`src/rtl/scanline_irq_pkg.sv`:
```
package scanline_irq_pkg;
    typedef enum logic [1:0] {
        PH_IDLE = 2'd0,
        PH_RUN  = 2'd1,
        PH_SAT  = 2'd2
    } phase_e;

    localparam logic [1:0] RA_TARGET = 2'd0;
    localparam logic [1:0] RA_CTRL   = 2'd1;
    localparam logic [1:0] RA_STATUS = 2'd2;
endpackage

```
`src/rtl/line_counter.sv`:
```
module line_counter
    import scanline_irq_pkg::*;
#(
    parameter int CNT_W = 8
) (
    input  logic             clk,
    input  logic             rst_n,
    input  logic             frame_start,
    input  logic             line_tick,
    input  logic [CNT_W-1:0] target,
    input  logic             enable,
    output logic             hit,
    output logic             in_frame
);
    localparam logic [CNT_W-1:0] CNT_MAX = '1;
    localparam logic [CNT_W-1:0] CNT_PRE = CNT_MAX - 1'b1;

    phase_e           phase, phase_nxt;
    logic [CNT_W-1:0] count;

    always_ff @(posedge clk) begin
        if (!rst_n) phase <= PH_IDLE;
        else        phase <= phase_nxt;
    end

    always_comb begin
        phase_nxt = phase;
        if (frame_start) begin
            phase_nxt = PH_IDLE;
        end else if (line_tick) begin
            unique case (phase)
                PH_IDLE: phase_nxt = PH_RUN;
                PH_RUN:  phase_nxt = (count == CNT_PRE) ? PH_SAT : PH_RUN;
                PH_SAT:  phase_nxt = PH_SAT;
                default: phase_nxt = PH_IDLE;
            endcase
        end
    end

    always_ff @(posedge clk) begin
        if (!rst_n)                          count <= '0;
        else if (frame_start)                count <= '0;
        else if (line_tick && phase != PH_SAT) count <= count + 1'b1;
    end

    always_comb begin
        in_frame = (phase != PH_IDLE);
        hit      = line_tick && !frame_start && enable
                   && (target != '0) && (count == target);
    end


    frame_clr_chk: assert property (@(posedge clk) disable iff (!rst_n)
        frame_start |=> (count == '0));

    tick_inc_chk: assert property (@(posedge clk) disable iff (!rst_n)
        (line_tick && !frame_start && count != CNT_MAX)
        |=> (count == CNT_W'($past(count) + 1'b1)));

    sat_hold_chk: assert property (@(posedge clk) disable iff (!rst_n)
        (line_tick && !frame_start && count == CNT_MAX) |=> (count == CNT_MAX));

    phase_sync_chk: assert property (@(posedge clk) disable iff (!rst_n)
        (phase == PH_IDLE) == (count == '0));
endmodule

```
`src/rtl/pend_flag.sv`:
```
module pend_flag (
    input  logic clk,
    input  logic rst_n,
    input  logic set,
    input  logic ack,
    output logic pending
);
    always_ff @(posedge clk) begin
        if (!rst_n)   pending <= 1'b0;
        else if (set) pending <= 1'b1;
        else if (ack) pending <= 1'b0;
    end


    hold_chk: assert property (@(posedge clk) disable iff (!rst_n)
        (pending && !ack) |=> pending);

    ack_clr_chk: assert property (@(posedge clk) disable iff (!rst_n)
        (ack && !set) |=> !pending);
endmodule

```
`src/rtl/irq_regs.sv`:
```
module irq_regs
    import scanline_irq_pkg::*;
#(
    parameter int DATA_W = 8,
    parameter int CNT_W  = 8
) (
    input  logic              clk,
    input  logic              rst_n,
    input  logic              reg_wr,
    input  logic              reg_rd,
    input  logic [1:0]        reg_addr,
    input  logic [DATA_W-1:0] reg_wdata,
    input  logic              pending,
    input  logic              in_frame,
    output logic [CNT_W-1:0]  target,
    output logic              enable,
    output logic              ack,
    output logic [DATA_W-1:0] reg_rdata
);
    always_ff @(posedge clk) begin
        if (!rst_n) begin
            target <= '0;
            enable <= 1'b0;
        end else if (reg_wr) begin
            if (reg_addr == RA_TARGET) target <= reg_wdata[CNT_W-1:0];
            if (reg_addr == RA_CTRL)   enable <= reg_wdata[0];
        end
    end

    always_comb begin
        reg_rdata = '0;
        unique case (reg_addr)
            RA_TARGET: reg_rdata[CNT_W-1:0] = target;
            RA_CTRL:   reg_rdata[0] = enable;
            RA_STATUS: begin
                reg_rdata[DATA_W-1] = pending;
                reg_rdata[DATA_W-2] = in_frame;
            end
            default:   reg_rdata = '0;
        endcase
        ack = reg_rd && (reg_addr == RA_STATUS);
    end


    zero_target_chk: assert property (@(posedge clk) disable iff (!rst_n)
        (target == '0 && !pending) |=> !pending);
endmodule

```
`src/rtl/scanline_irq.sv`:
```
module scanline_irq #(
    parameter int DATA_W = 8,
    parameter int CNT_W  = 8
) (
    input  logic              clk,
    input  logic              rst_n,
    input  logic              frame_start,
    input  logic              line_tick,
    input  logic              reg_wr,
    input  logic              reg_rd,
    input  logic [1:0]        reg_addr,
    input  logic [DATA_W-1:0] reg_wdata,
    output logic [DATA_W-1:0] reg_rdata,
    output logic              irq
);
    logic [CNT_W-1:0] target;
    logic             enable, hit, in_frame, pending, ack;

    irq_regs #(.DATA_W(DATA_W), .CNT_W(CNT_W)) u_regs (
        .clk(clk), .rst_n(rst_n), .reg_wr(reg_wr), .reg_rd(reg_rd),
        .reg_addr(reg_addr), .reg_wdata(reg_wdata), .pending(pending),
        .in_frame(in_frame), .target(target), .enable(enable),
        .ack(ack), .reg_rdata(reg_rdata)
    );

    line_counter #(.CNT_W(CNT_W)) u_cnt (
        .clk(clk), .rst_n(rst_n), .frame_start(frame_start),
        .line_tick(line_tick), .target(target), .enable(enable),
        .hit(hit), .in_frame(in_frame)
    );

    pend_flag u_flag (
        .clk(clk), .rst_n(rst_n), .set(hit), .ack(ack), .pending(pending)
    );

    assign irq = pending;


    frame_wins_chk: assert property (@(posedge clk) disable iff (!rst_n)
        (frame_start && !irq && !ack) |=> !irq);

    disabled_quiet_chk: assert property (@(posedge clk) disable iff (!rst_n)
        (!enable && !irq) |=> !irq);
endmodule

```
`config.mk`:
```
export PLATFORM = sky130hd
export DESIGN_NAME = scanline_irq
export DESIGN_NICKNAME = d
export VERILOG_FILES = /design/src/rtl/scanline_irq_pkg.sv /design/src/rtl/line_counter.sv /design/src/rtl/pend_flag.sv /design/src/rtl/irq_regs.sv /design/src/rtl/scanline_irq.sv
export SDC_FILE = /design/constraint.sdc
export NUM_CORES = 1
export LEC_CHECK = 0
export BUFFER_PORTS_ARGS = -buffer_cell sky130_fd_sc_hd__buf_2
export CAP_MARGIN = 30
export CORE_MARGIN = 4
export CORE_UTILIZATION = 48
export CTS_CLUSTER_SIZE = 30
export DETAILED_ROUTE_END_ITERATION = 10
export GPL_TIMING_DRIVEN = 1
export PLACE_DENSITY = 0.77
export SYNTH_ARGS = -nofsm -noshare
export SYNTH_HDL_FRONTEND = slang
export SYNTH_HIERARCHICAL = 1
export SYNTH_SLANG_ARGS = --single-unit
```
`constraint.sdc`:
```
create_clock -name clk -period 1.25 [get_ports clk]
set_input_delay 0.25 -clock clk [delete_from_list [all_inputs] [get_ports clk]]
set_output_delay 0.25 -clock clk [all_outputs]
set_load 0.01 [all_outputs]
```
# --- Yosys cells after proc, flatten, opt, wreduce, memory -nomap -nowiden ---
# Index checks and enable logic that the tools add are counted.
totals:
  out_inout_bits: 9
  wordCells: 36
  register_bits: 20
op_classes:
  addsub: 1
  n_reduce_logical: 15
  muxes: 7
  bitwise_logic: 1
  eq_ne: 7
op_table:
  columns: ["op", "n"]
  rows:
  - ["8-bit by 1-bit adder with 8-bit output (second input constant)", 1]
  - ["8-bit == test", 1]
  - ["8-bit == test (second input constant)", 1]
  - ["8-bit nonzero test", 1]
  - ["1-bit logical AND", 6]
  - ["2-bit one-hot mux with 3 select lines", 1]
  - ["5-bit 2-to-1 mux", 1]
  - ["2-bit by 1-bit == test with 1-bit output (second input constant)", 2]
  - ["2-bit == test (second input constant)", 2]
  - ["2-bit zero test", 2]
  - ["2-bit one-hot mux with 2 select lines", 1]
  - ["2-bit AND reduction", 2]
  - ["2-bit nonzero test", 2]
  - ["1-bit 2-to-1 mux", 2]
  - ["2-bit 2-to-1 mux", 1]
  - ["2-bit inequality test (second input constant)", 1]
  - ["1-bit one-hot mux with 2 select lines", 1]
  - ["2-bit OR reduction", 1]
  - ["1-bit zero test", 1]
  - ["1-bit NOT", 1]

# --- Longest topological paths before layout ---
# Gate-level depths: netlist of run 1.
logic_depth:
  word_depth: 6
  depth_mapped: 5
  ltp_nobuf: 5

# --- Cells and area by module ---
# The synthesis of run 1 kept the hierarchy.
modules_own_cells:
  columns: ["mod", "seq_area_each_um2", "area_each_um2", "instances", "cells_per_inst"]
  rows:
  - ["line_counter", 200.2, 636.9, 1, 76]
  - ["irq_regs", 180.2, 478.0, 1, 55]
  - ["pend_flag", 20.0, 41.3, 1, 3]

# --- Least setup slack after synthesis of run 1 ---
# No wires, ideal clock.
synth_path:
  kind: "register -> register"
  startpoint: "register u_cnt.count[1]"
  endpoint: "register u_cnt.count[2]"
  n_path_buf: 0
  arrival_time_ns: 1.188
  stages_incl_launch_ff: 5
  setup_slack_ns: -0.008
  synth_period_minus_slack_ns: 1.258
  path_cell_list: "dfxtp_1 > ha_1 > inv_1 > or4_1 > a21oi_1"
synth_between:
  elab_chain_cells: 1
synth_lines:
  columns: ["item", "line", "source"]
  rows:
  - ["start: declaration", "line_counter.sv:19", "logic [CNT_W-1:0] count;"]
  - ["start signal: assignment", "line_counter.sv:43", "else if (line_tick && phase != PH_SAT) count <= count + 1'b1;"]
  - ["8-bit by 1-bit adder with 8-bit output", "line_counter.sv:43", null]
# No other way between the ends.
# A chain may end at the register's enable or synchronous reset.

# --- Worst setup path in the final report of run 1 ---
layout_path:
  startpoint: "register u_cnt.phase[1]"
  endpoint: "output reg_rdata[6]"
layout_between:
  elab_chain_cells: 2
layout_lines:
  columns: ["item", "line", "source"]
  rows:
  - ["start: declaration", "line_counter.sv:18", "phase_e phase, phase_nxt;"]
  - ["start signal: assignment", "line_counter.sv:23", "else phase <= phase_nxt;"]
  - ["2-bit nonzero test", "line_counter.sv:47", "in_frame = (phase != PH_IDLE);"]
  - ["named net in_frame", "scanline_irq.sv:17", "logic enable, hit, in_frame, pending, ack;"]
  - ["2-bit one-hot mux with 2 select lines", "irq_regs.sv:32", "unique case (reg_addr)"]
  - ["end: declaration", "scanline_irq.sv:13", "output logic [DATA_W-1:0] reg_rdata,"]
# The timed path passes the listed nets, and every way through them passes these cells.

==> run_results.csv, run 1 <==
group,metric,value,unit
synth,synth-edff-count,0,
synth,muxShareOfSynthArea,12.99,%
sta,skew,0.004990,ns
synth,synthXorXnorAreaFrac,5.303,%
synth,ys.flop_type,"dfxtp_1",
pwr,netSwitchingFraction,28.34,%
final_layout,stdcell_area,1753,sq um
clock_network,htreeDepth,1,
drt,wl_per_cell,18.81,microns
worst_hold_path,hold_end,"u_regs/target[3]",
synth,yosysTopAreaCell,"dfxtp_1",
drt,drt_first_pass_iters,4,
clock_network,clock_latency,0.32,ns
place,detailed_place_hpwl,2.151,mm
global_routing,track_usage,21.80,%
synth,synth_nets,152,
sta,rsz0062_at_grt,"yes",
sta,slew-limit-headroom,71.06,%
worst_hold_path,min-delay-start,"reg_wdata[3]",
sta,period_needed,1.458,ns
synth,syn_inst,134,
pwr,clkPwrFrac,30.5,%
place,placed_cells,195,
synth,synthSimpleGateAreaFrac,29.76,%
synth,yosys_warnings,6,
global_routing,grt_overflow,0,
drt,ant_nets,0,
die,coreArea,2255,sq um
synth,ys_top_cells_by_count,"nand2_1 (25), dfxtp_1 (20), mux2i_1 (15)",
place,dpl_cell_area,1376,sq um
synth,yosysTopAreaCellShare,34.63,%
synth,synth_area_per_cell,8.628,sq um
die,die_w,57.08,microns
die,initial_utilization,51.28,%
drt,wl,4.006,mm
synth,synth_fa_ha_area_share,2.165,%
drt,drt_iter0_drc,61,
sta,hold_viol_final,0,
synth,synth_area,1156,sq um
place,gp_congestion,0.8140,
setup_path,crit_path_start_kind,"flop",
global_routing,grt_max_degree,19,
pwr,p_comb_share,19.0,%
drt,drc,0,
setup_path,path_max_fanout,2,
status,violations,"setup timing",
die,ios,25,
global_routing,grt_pass1_vias,1210,
global_routing,grt_antenna_before_repair,0,
clock_network,numCtsBuffers,3,
final_layout,final_cells,213,
synth,ys_top_cells_by_area,"dfxtp_1 (35%), mux2i_1 (13%), nand2_1 (8.1%)",
setup_path,reg2reg_slack,-0.12,ns
setup_path,critPathArrivalTime,1.21,ns
setup_path,cp.required,1.00,ns
global_routing,grt_pass1_wl,5.561,mm
setup_path,r2r_cells,4,
setup_path,critical_path_class,"flop to primary output",
final_layout,nets,204,
sta,timing.hold.ws,0.1665,ns
final_layout,area_growth,51.62,%
pwr,ir_worst_vdd,765.9,uV
setup_path,r2r-start,"u_regs/target[4]",
clock_network,clock-root-buffer,"clkbuf_4",
final_layout,drive_gt1_share,55.14,%
clock_network,holdBufCountCts,0,
clock_network,path_clk_slew,0.12,ns
die,dieHeight,57.08,microns
flow_run,cap_violations,0,
synth,synth_compound_area_share,9.307,%
status,outcome,"complete, but fails checks",
drt,routed-via-count,1273,
clock_network,cts_sinks,20,
synth,async_flop_share,0,%
synth,ys_seq_area_share,34.63,%
die,row_count,17,
clock_network,cts_tree,"yes",
worst_hold_path,min_path_cells,3,
synth,yosysMostFrequentCell,"nand2_1",
drt,vias_per_cell,5.977,
pwr,p_leak,0.6886,nW
final_layout,antenna-diode-count,0,
worst_hold_path,hold_path_class,"input port to flop",
pwr,internal_power,0.0009451,W
sta,worst_slew_pin_slew,0.4301,ns
sta,fin_tns_setup,-0.9252,ns
clock_network,max-clock-path-buffers,2,
sta,finalCritPeriodShare,116.7,%
pwr,p_sw,0.0003737,W
setup_path,rr_endpoint,"u_flag/pending",
synth,synth_top_family_by_area,"simple AND/OR/NAND/NOR gates",
sta,setup_viol,14,
setup_path,cp-end-kind,"primary output",
pwr,powerDensity,752.4,nW/um^2
pwr,seq_power_share,50.5,%
sta,worst_slack,-0.2083,ns
synth,synth-seq-cells,20,
sta,drv_slew,0,
synth,synth_cell_types,36,
sta,fmax,685.7,MHz
die,dieArea,3258,sq um
place,port-buffer-count,24,
==> registers in the layout (all words and copies together) (netlist names) <==
signal,cells
u_regs/target,8
u_flag/pending,1
u_cnt/count,8
u_cnt/phase,2
u_regs/enable,1
==> area by class of cell <==
cell class                 count  area (sq um)
multi-input combinational    105         855.8
fill                         135         501.7
sequential                    20         431.7
timing repair buffer          53         377.9
clock buffer                   4         36.28
tap                           28         35.03
inverter                       3         16.27
==> metrics by stage <==
step                      setup WS [ns]  power (W)  utilization (%)
after floorplan                0.003440  0.0007932                -
after global placement         -0.04084  0.0008504            61.04
after detailed placement       -0.06775  0.0008592            61.04
after CTS                       -0.2178   0.001272            68.48
after global routing            -0.2332   0.001355            77.75
final                           -0.2083   0.001319            77.75
==> per-layer routing <==
metal  share of wire (%)  wire length [microns]  vias to the layer above  track usage, %
li1                    -                      -                      574               -
met1                  40                   1614                      615           25.45
met2                  48                   1937                       66           34.42
met3                 7.4                    298                       18           5.656
met4                 3.9                    156                        0           15.56
met5                   0                      0                        -               0
==> worst max-delay path by stage <==
stage / start / to / slack [ns] / cells past startpoint
after global routing: u_cnt/phase[1] / reg_rdata[6] / -0.23 / 4
after floorplan: u_cnt/count[0] / u_cnt/count[2] / 0.003 / 4
after CTS: u_cnt/phase[1] / reg_rdata[6] / -0.22 / 4
after global placement: u_cnt/phase[1] / u_cnt/count[7] / -0.04 / 3
final: u_cnt/phase[1] / reg_rdata[6] / -0.21 / 4
after detailed placement: u_cnt/phase[1] / u_cnt/count[7] / -0.07 / 3
==> power groups by stage <==
stage | combinational, W | sequential (W) | clock (W)
detailed placement | 0.000177 | 0.000683 | 0
CTS | 0.000201 | 0.000669 | 0.000402
floorplan | 0.000111 | 0.000682 | 0
global placement | 0.000169 | 0.000681 | 0
finish | 0.000251 | 0.000666 | 0.000402
global route | 0.000268 | 0.000667 | 0.000420
==> worst max-delay path, cell delays in order, from the launching register on <==
cell and delay (ns):
dfxtp_2 0.34, or2_4 0.23, mux2i_1 0.14, nor2_1 0.05
buf_2 0.13
==> timing repair <==
item	in CTS	in global routing
setup endpoints to repair	16	18
pin swaps	8	13
gates cloned	1	0
gates resized for setup	33	30
buffers inserted	4	9
==> cells in the final DEF (no fill, tap or decap), types with 2 or more instances in the layout <==
| cell | count |
|---|---|
| nand2_1 | 24 |
| buf_2 | 23 |
| buf_4 | 20 |
| mux2i_1 | 15 |
| buf_6 | 10 |
| dfxtp_2 | 10 |
| dfxtp_4 | 5 |
| dfxtp_1 | 5 |
| xnor2_2 | 4 |
| nand4_1 | 4 |
| nand2b_1 | 4 |
| a21oi_2 | 4 |
| nor2_1 | 4 |
| and2_1 | 4 |
| clkbuf_4 | 3 |
| xnor2_1 | 3 |
| o31ai_1 | 3 |
| or4_4 | 3 |
| o21ai_0 | 3 |
| inv_4 | 2 |
| nor2b_4 | 2 |
| nor4_4 | 2 |
| a21oi_1 | 2 |
| ha_4 | 2 |
==> kinds of logic after synthesis <==
group	Yosys count
and+or+nand+nor	63
DFF	20
AOI/OAI and AO/OA	17
muxes	15
buffers and inverters	10
xor gates and xnor gates	7
adders and majority gates	2
(Power assumes the default switching activity.)
==> inputs of run 2 (changes only) <==
--- a/config.mk
+++ b/config.mk
@@ -11,7 +11,6 @@
 export CORE_UTILIZATION = 48
 export CTS_CLUSTER_SIZE = 30
 export DETAILED_ROUTE_END_ITERATION = 10
-export GPL_TIMING_DRIVEN = 1
 export PLACE_DENSITY = 0.77
 export SYNTH_ARGS = -nofsm -noshare
 export SYNTH_HDL_FRONTEND = slang
==> constraint.sdc (replaced) <==
create_clock -name clk -period 1.25 [get_ports clk]
set_input_delay 0.25 -clock clk [delete_from_list [all_inputs] [get_ports clk]]
set_output_delay 0.25 -clock clk [all_outputs]
set_load 0.02 [all_outputs]
==> run_results.csv, run 2 (synthesis results as in run 1) <==
group,metric,value,unit
clock_network,clock-root-buffer,"clkbuf_4",
final_layout,area_growth,56.49,%
drt,drt_iter0_drc,46,
clock_network,numCtsBuffers,3,
final_layout,final_cells,212,
setup_path,critical_path_class,"flop to primary output",
setup_path,cp.required,1.00,ns
final_layout,final_cell_mix,"nand2_1 (24), buf_4 (21), buf_2 (17)",
clock_network,max-clock-path-buffers,2,
status,outcome,"complete, but fails checks",
clock_network,clock_latency,0.32,ns
drt,wl,4.171,mm
global_routing,grt_pass1_wl,5.782,mm
clock_network,path_clk_slew,0.12,ns
sta,period_needed,1.482,ns
sta,drv_slew,0,
clock_network,cts_tree,"yes",
die,row_count,17,
worst_hold_path,hold_path_class,"input port to flop",
final_layout,antenna-diode-count,0,
pwr,seq_power_share,49.9,%
pwr,internal_power,0.0009551,W
setup_path,crit_chain,"or2_4, mux2i_1, nor2_1, buf_4",
pwr,p_leak,0.6937,nW
place,gp_congestion,0.8140,
sta,skew,0.007211,ns
sta,hold_viol_final,0,
clock_network,holdBufCountCts,0,
final_layout,fill_cells,130,
die,initial_utilization,51.28,%
final_layout,largestRegisters,"u_cnt/count (8), u_regs/target (8), u_cnt/phase (2)",
global_routing,grt_pass1_vias,1240,
drt,vias_per_cell,6.052,
place,pre_cts_ws,-0.06775,ns
pwr,p_sw,0.0003789,W
final_layout,regArea,431.7,sq um
final_layout,multi_input_area,889.6,sq um
setup_path,crit_path_top_delay_cell,"dfxtp_2",
clock_network,cts_sinks,20,
sta,setup_viol,13,
pwr,powerDensity,737.3,nW/um^2
pwr,p_comb_share,20.3,%
die,coreArea,2255,sq um
die,dieHeight,57.08,microns
place,placed_cells,195,
setup_path,cp_num_buf_inv,1,
place,detailed_place_hpwl,2.151,mm
setup_path,path_max_fanout,2,
final_layout,drive_gt1_share,57.61,%
global_routing,grt_antenna_before_repair,0,
pwr,ir_worst_vdd,949.6,uV
drt,routed-via-count,1283,
die,dieArea,3258,sq um
drt,wl_per_cell,19.67,microns
die,ios,25,
sta,fmax,674.9,MHz
setup_path,cp-end-kind,"primary output",
pwr,netSwitchingFraction,28.41,%
setup_path,path_delay_family,"flip-flops",
drt,drt_first_pass_iters,4,
flow_run,cap_violations,0,
place,port-buffer-count,24,
final_layout,final_common_cell,"nand2_1",
global_routing,track_usage,23.06,%
global_routing,grt_overflow,0,
drt,drc,0,
global_routing,grt_max_degree,19,
setup_path,critPathArrivalTime,1.23,ns
sta,slew-limit-headroom,71.12,%
die,die_w,57.08,microns
setup_path,cp_slowest_stage_delay,0.34,ns
sta,worst_slew_pin_slew,0.4317,ns
setup_path,crit_path_start_kind,"flop",
pwr,clkPwrFrac,29.8,%
final_layout,nets,203,
sta,rsz0062_at_grt,"yes",
clock_network,htreeDepth,1,
status,violations,"setup timing",
sta,finalCritPeriodShare,118.5,%
sta,worst_slack,-0.2318,ns
drt,ant_nets,0,
==> run 2: changes by cell type in the layout (fill, tap and decap cells not counted), sizes merged <==
cell and delta:
buf -1
==> run 2: worst register-to-register path, cell delays in order (launching register included) <==
cell     delay, ns
dfxtp_4       0.43
nand4_1       0.18
or4_4         0.52
a21oi_2       0.14
==> run 2: power by group through the flow <==
stage | Clock [W] | Sequential, W | Combinational (W)
6_report | 0.000397 | 0.000666 | 0.000270
3_5_place_dp | 0 | 0.000683 | 0.000180
2_1_floorplan | 0 | 0.000682 | 0.000114
4_1_cts | 0.000402 | 0.000668 | 0.000210
5_1_grt | 0.000429 | 0.000668 | 0.000287
3_3_place_gp | 0 | 0.000681 | 0.000172
==> run 2: path summary, 6_finish.rpt <==
path,slack [ns],depth (start not counted),to,start
worst min register to register,0.51,2,u_regs/enable,u_regs/enable
worst max register to register,-0.09,3,u_cnt/count[5],u_cnt/count[0]
worst max-delay path,-0.23,4,reg_rdata[6],u_cnt/phase[1]
worst min-delay path,0.17,3,u_regs/target[3],reg_wdata[3]
==> run 2: cell type report <==
cell class / instances / area share (%)
Multi-Input combinational cell: 105 / 49.17
Sequential cell: 20 / 23.86
Timing Repair Buffer: 52 / 22.13
Clock buffer: 4 / 2.006
Tap cell: 28 / 1.936
Inverter: 3 / 0.8990
==> run 2: per-stage QoR <==
stage | power [W] | cell area [sq um] | util, % | setup TNS (ns) | hold WS [ns]
after CTS | 0.001280 | 1579 | 70.03 | -0.6647 | 0.1584
after global routing | 0.001383 | 1809 | 80.24 | -2.265 | 0.1797
after detailed placement | 0.0008625 | 1376 | 61.04 | -0.2836 | 0.4976
after floorplan | 0.0007965 | 1157 | - | 0 | 0.3675
final | 0.001334 | 1809 | 80.24 | -1.349 | 0.1671
after global placement | 0.0008537 | 1376 | 61.04 | -0.09543 | 0.4833
==> run 2: repair_timing <==
item                                   4_1_cts  5_1_grt
setup endpoints to repair                   17       18
gates cloned                                 1        0
endpoints found under the hold margin        0        0
gates resized for setup                     44       38
setup buffers                                5        7
pin swaps                                    8       15
==> run 2: metal layers <==
| layer | part of all wire, % | vias to the layer above | track usage [%] |
|---|---|---|---|
| li1 | - | 572 | - |
| met1 | 40 | 617 | 25.72 |
| met2 | 49 | 72 | 37.52 |
| met3 | 7.4 | 22 | 6.109 |
| met4 | 4.1 | 0 | 16.89 |
| met5 | 0 | - | 0 |
==> inputs of run 3 (changes only) <==
--- a/config.mk
+++ b/config.mk
@@ -8,10 +8,11 @@
 export BUFFER_PORTS_ARGS = -buffer_cell sky130_fd_sc_hd__buf_2
 export CAP_MARGIN = 30
 export CORE_MARGIN = 4
-export CORE_UTILIZATION = 48
+export CORE_UTILIZATION = 50
+export CTS_BUF_LIST = sky130_fd_sc_hd__clkbuf_2
 export CTS_CLUSTER_SIZE = 30
 export DETAILED_ROUTE_END_ITERATION = 10
-export PLACE_DENSITY = 0.77
+export PLACE_DENSITY = 0.79
 export SYNTH_ARGS = -nofsm -noshare
 export SYNTH_HDL_FRONTEND = slang
 export SYNTH_HIERARCHICAL = 1
==> run_results.csv, run 3 (synthesis results as in run 1) <==
group,metric,value,unit
pwr,seq_power_share,47.0,%
sta,finalCritPeriodShare,124.7,%
final_layout,largestRegisters,"u_cnt/count (8), u_regs/target (8), u_cnt/phase (2)",
flow_run,cap_violations,0,
die,dieHeight,56.09,microns
sta,worst_slack,-0.3092,ns
global_routing,grt_antenna_before_repair,0,
drt,routed-via-count,1184,
die,die_w,56.09,microns
sta,period_needed,1.559,ns
global_routing,track_usage,20.94,%
worst_hold_path,hold_path_class,"input port to flop",
pwr,p_leak,0.6990,nW
die,ios,25,
sta,setup_viol,14,
final_layout,nets,203,
sta,skew,0.02577,ns
pwr,clkPwrFrac,35.1,%
final_layout,drive_gt1_share,54.89,%
pwr,ir_worst_vdd,535.4,uV
die,coreArea,2212,sq um
sta,hold_viol_final,0,
clock_network,clock-root-buffer,"clkbuf_2",
drt,drt_first_pass_iters,4,
sta,worst_slew_pin_slew,0.3807,ns
global_routing,grt_max_degree,19,
drt,drt_iter0_drc,33,
clock_network,cts_tree,"yes",
setup_path,path_max_fanout,2,
pwr,p_comb_share,17.9,%
clock_network,cts_sinks,20,
final_layout,stdcell_area,1778,sq um
global_routing,grt_overflow,0,
drt,ant_nets,0,
die,dieArea,3146,sq um
global_routing,grt_pass1_vias,1127,
setup_path,cp.required,1.00,ns
place,gp_congestion,0.8107,
setup_path,cp-end-kind,"primary output",
drt,wl_per_cell,16.69,microns
sta,timing.hold.ws,0.1159,ns
clock_network,numCtsBuffers,3,
sta,rsz0062_at_grt,"yes",
setup_path,crit_path_start_kind,"flop",
place,detailed_place_hpwl,2.216,mm
clock_network,max-clock-path-buffers,2,
drt,wl,3.539,mm
clock_network,clock_latency,0.34,ns
clock_network,path_clk_slew,0.22,ns
setup_path,cp_slowest_stage_delay,0.37,ns
clock_network,holdBufCountCts,0,
global_routing,grt_pass1_wl,5.285,mm
setup_path,crit_path_top_delay_cell,"dfxtp_2",
drt,drc,0,
die,initial_utilization,52.26,%
final_layout,fill_cells,144,
sta,slew-limit-headroom,74.62,%
setup_path,crit_chain,"or2_4, mux2i_1, nor2_1, buf_4",
pwr,internal_power,0.001045,W
final_layout,final_common_cell,"nand2_1",
status,violations,"setup timing",
place,port-buffer-count,24,
die,row_count,17,
setup_path,critPathArrivalTime,1.31,ns
sta,drv_slew,0,
pwr,powerDensity,790.4,nW/um^2
pwr,netSwitchingFraction,25.65,%
setup_path,critical_path_class,"flop to primary output",
setup_path,r2r_cells,5,
place,dpl_cell_area,1369,sq um
drt,vias_per_cell,5.585,
final_layout,antenna-diode-count,0,
pwr,p_sw,0.0003605,W
final_layout,area_growth,53.79,%
status,outcome,"complete, but fails checks",
final_layout,final_cell_mix,"nand2_1 (25), buf_4 (22), buf_2 (17)",
clock_network,htreeDepth,1,
sta,fmax,641.3,MHz
worst_hold_path,min_path_cells,3,
sta,fin_tns_setup,-1.708,ns
## run 3: critical path, delay by kind of cell (launching register included)
| family | cells | cell delay (ns) |
|---|---|---|
| multiplexers | 1 | 0.14 |
| AND/OR/NAND/NOR | 2 | 0.30 |
| buffers and inverters | 1 | 0.15 |
| flip-flops | 1 | 0.37 |
## run 3: final timing paths
| path | from | to | slack [ns] |
|---|---|---|---|
| worst max-delay path | u_cnt/phase[1] | reg_rdata[6] | -0.31 |
| worst max register to register | u_cnt/phase[1] | u_cnt/count[3] | -0.20 |
| worst min register to register | u_regs/target[2] | u_regs/target[2] | 0.52 |
| worst min-delay path | reg_wdata[1] | u_regs/target[1] | 0.12 |
## run 3: final cells by class
| type | instances | area [sq um] | area share (%) |
|---|---|---|---|
| clock inverters | 1 | 30.03 | 1.689 |
| multi-input cells | 105 | 852.1 | 47.92 |
| clock buffers | 3 | 15.01 | 0.8445 |
| repair buffers | 52 | 396.6 | 22.31 |
| inverters | 3 | 11.26 | 0.6334 |
| flip-flops and latches | 20 | 437.9 | 24.63 |
| well taps | 28 | 35.03 | 1.970 |
## run 3: per-stage QoR
step / setup WS, ns / instances / utilization, % / power [W]
floorplan: 0.003440 / 134 / - / 0.0007965
global placement: -0.03865 / 194 / 61.88 / 0.0008525
global route: -0.4036 / 212 / 80.37 / 0.001463
detailed placement: -0.09544 / 194 / 61.88 / 0.0008618
CTS: -0.2964 / 205 / 73.02 / 0.001384
finish: -0.3092 / 212 / 80.37 / 0.001405
## run 3: power groups by stage
stage                     sequential (W)  clock (W)  combinational [W]
after floorplan                 0.000682          0           0.000114
after global placement          0.000681          0           0.000172
after detailed placement        0.000682          0           0.000180
after CTS                       0.000669   0.000496           0.000219
after global routing            0.000663   0.000529           0.000271
final                           0.000660   0.000493           0.000252
## run 3: routing by layer
metal  up-vias  track usage [%]  share of wire, %
met5         -                0                 0
met4         0            4.068               2.2
met3        10            3.248               3.0
met2        29            38.73                55
met1       571            25.32                40
li1        574                -                 -
## run 3: repair_timing
action / 4_1_cts / 5_1_grt
gates cloned: 1 / 0
pin swaps: 17 / 12
resized for setup: 50 / 23
hold endpoints to repair: 0 / 0
endpoints found under the setup margin: 15 / 18
setup buffers: 6 / 7
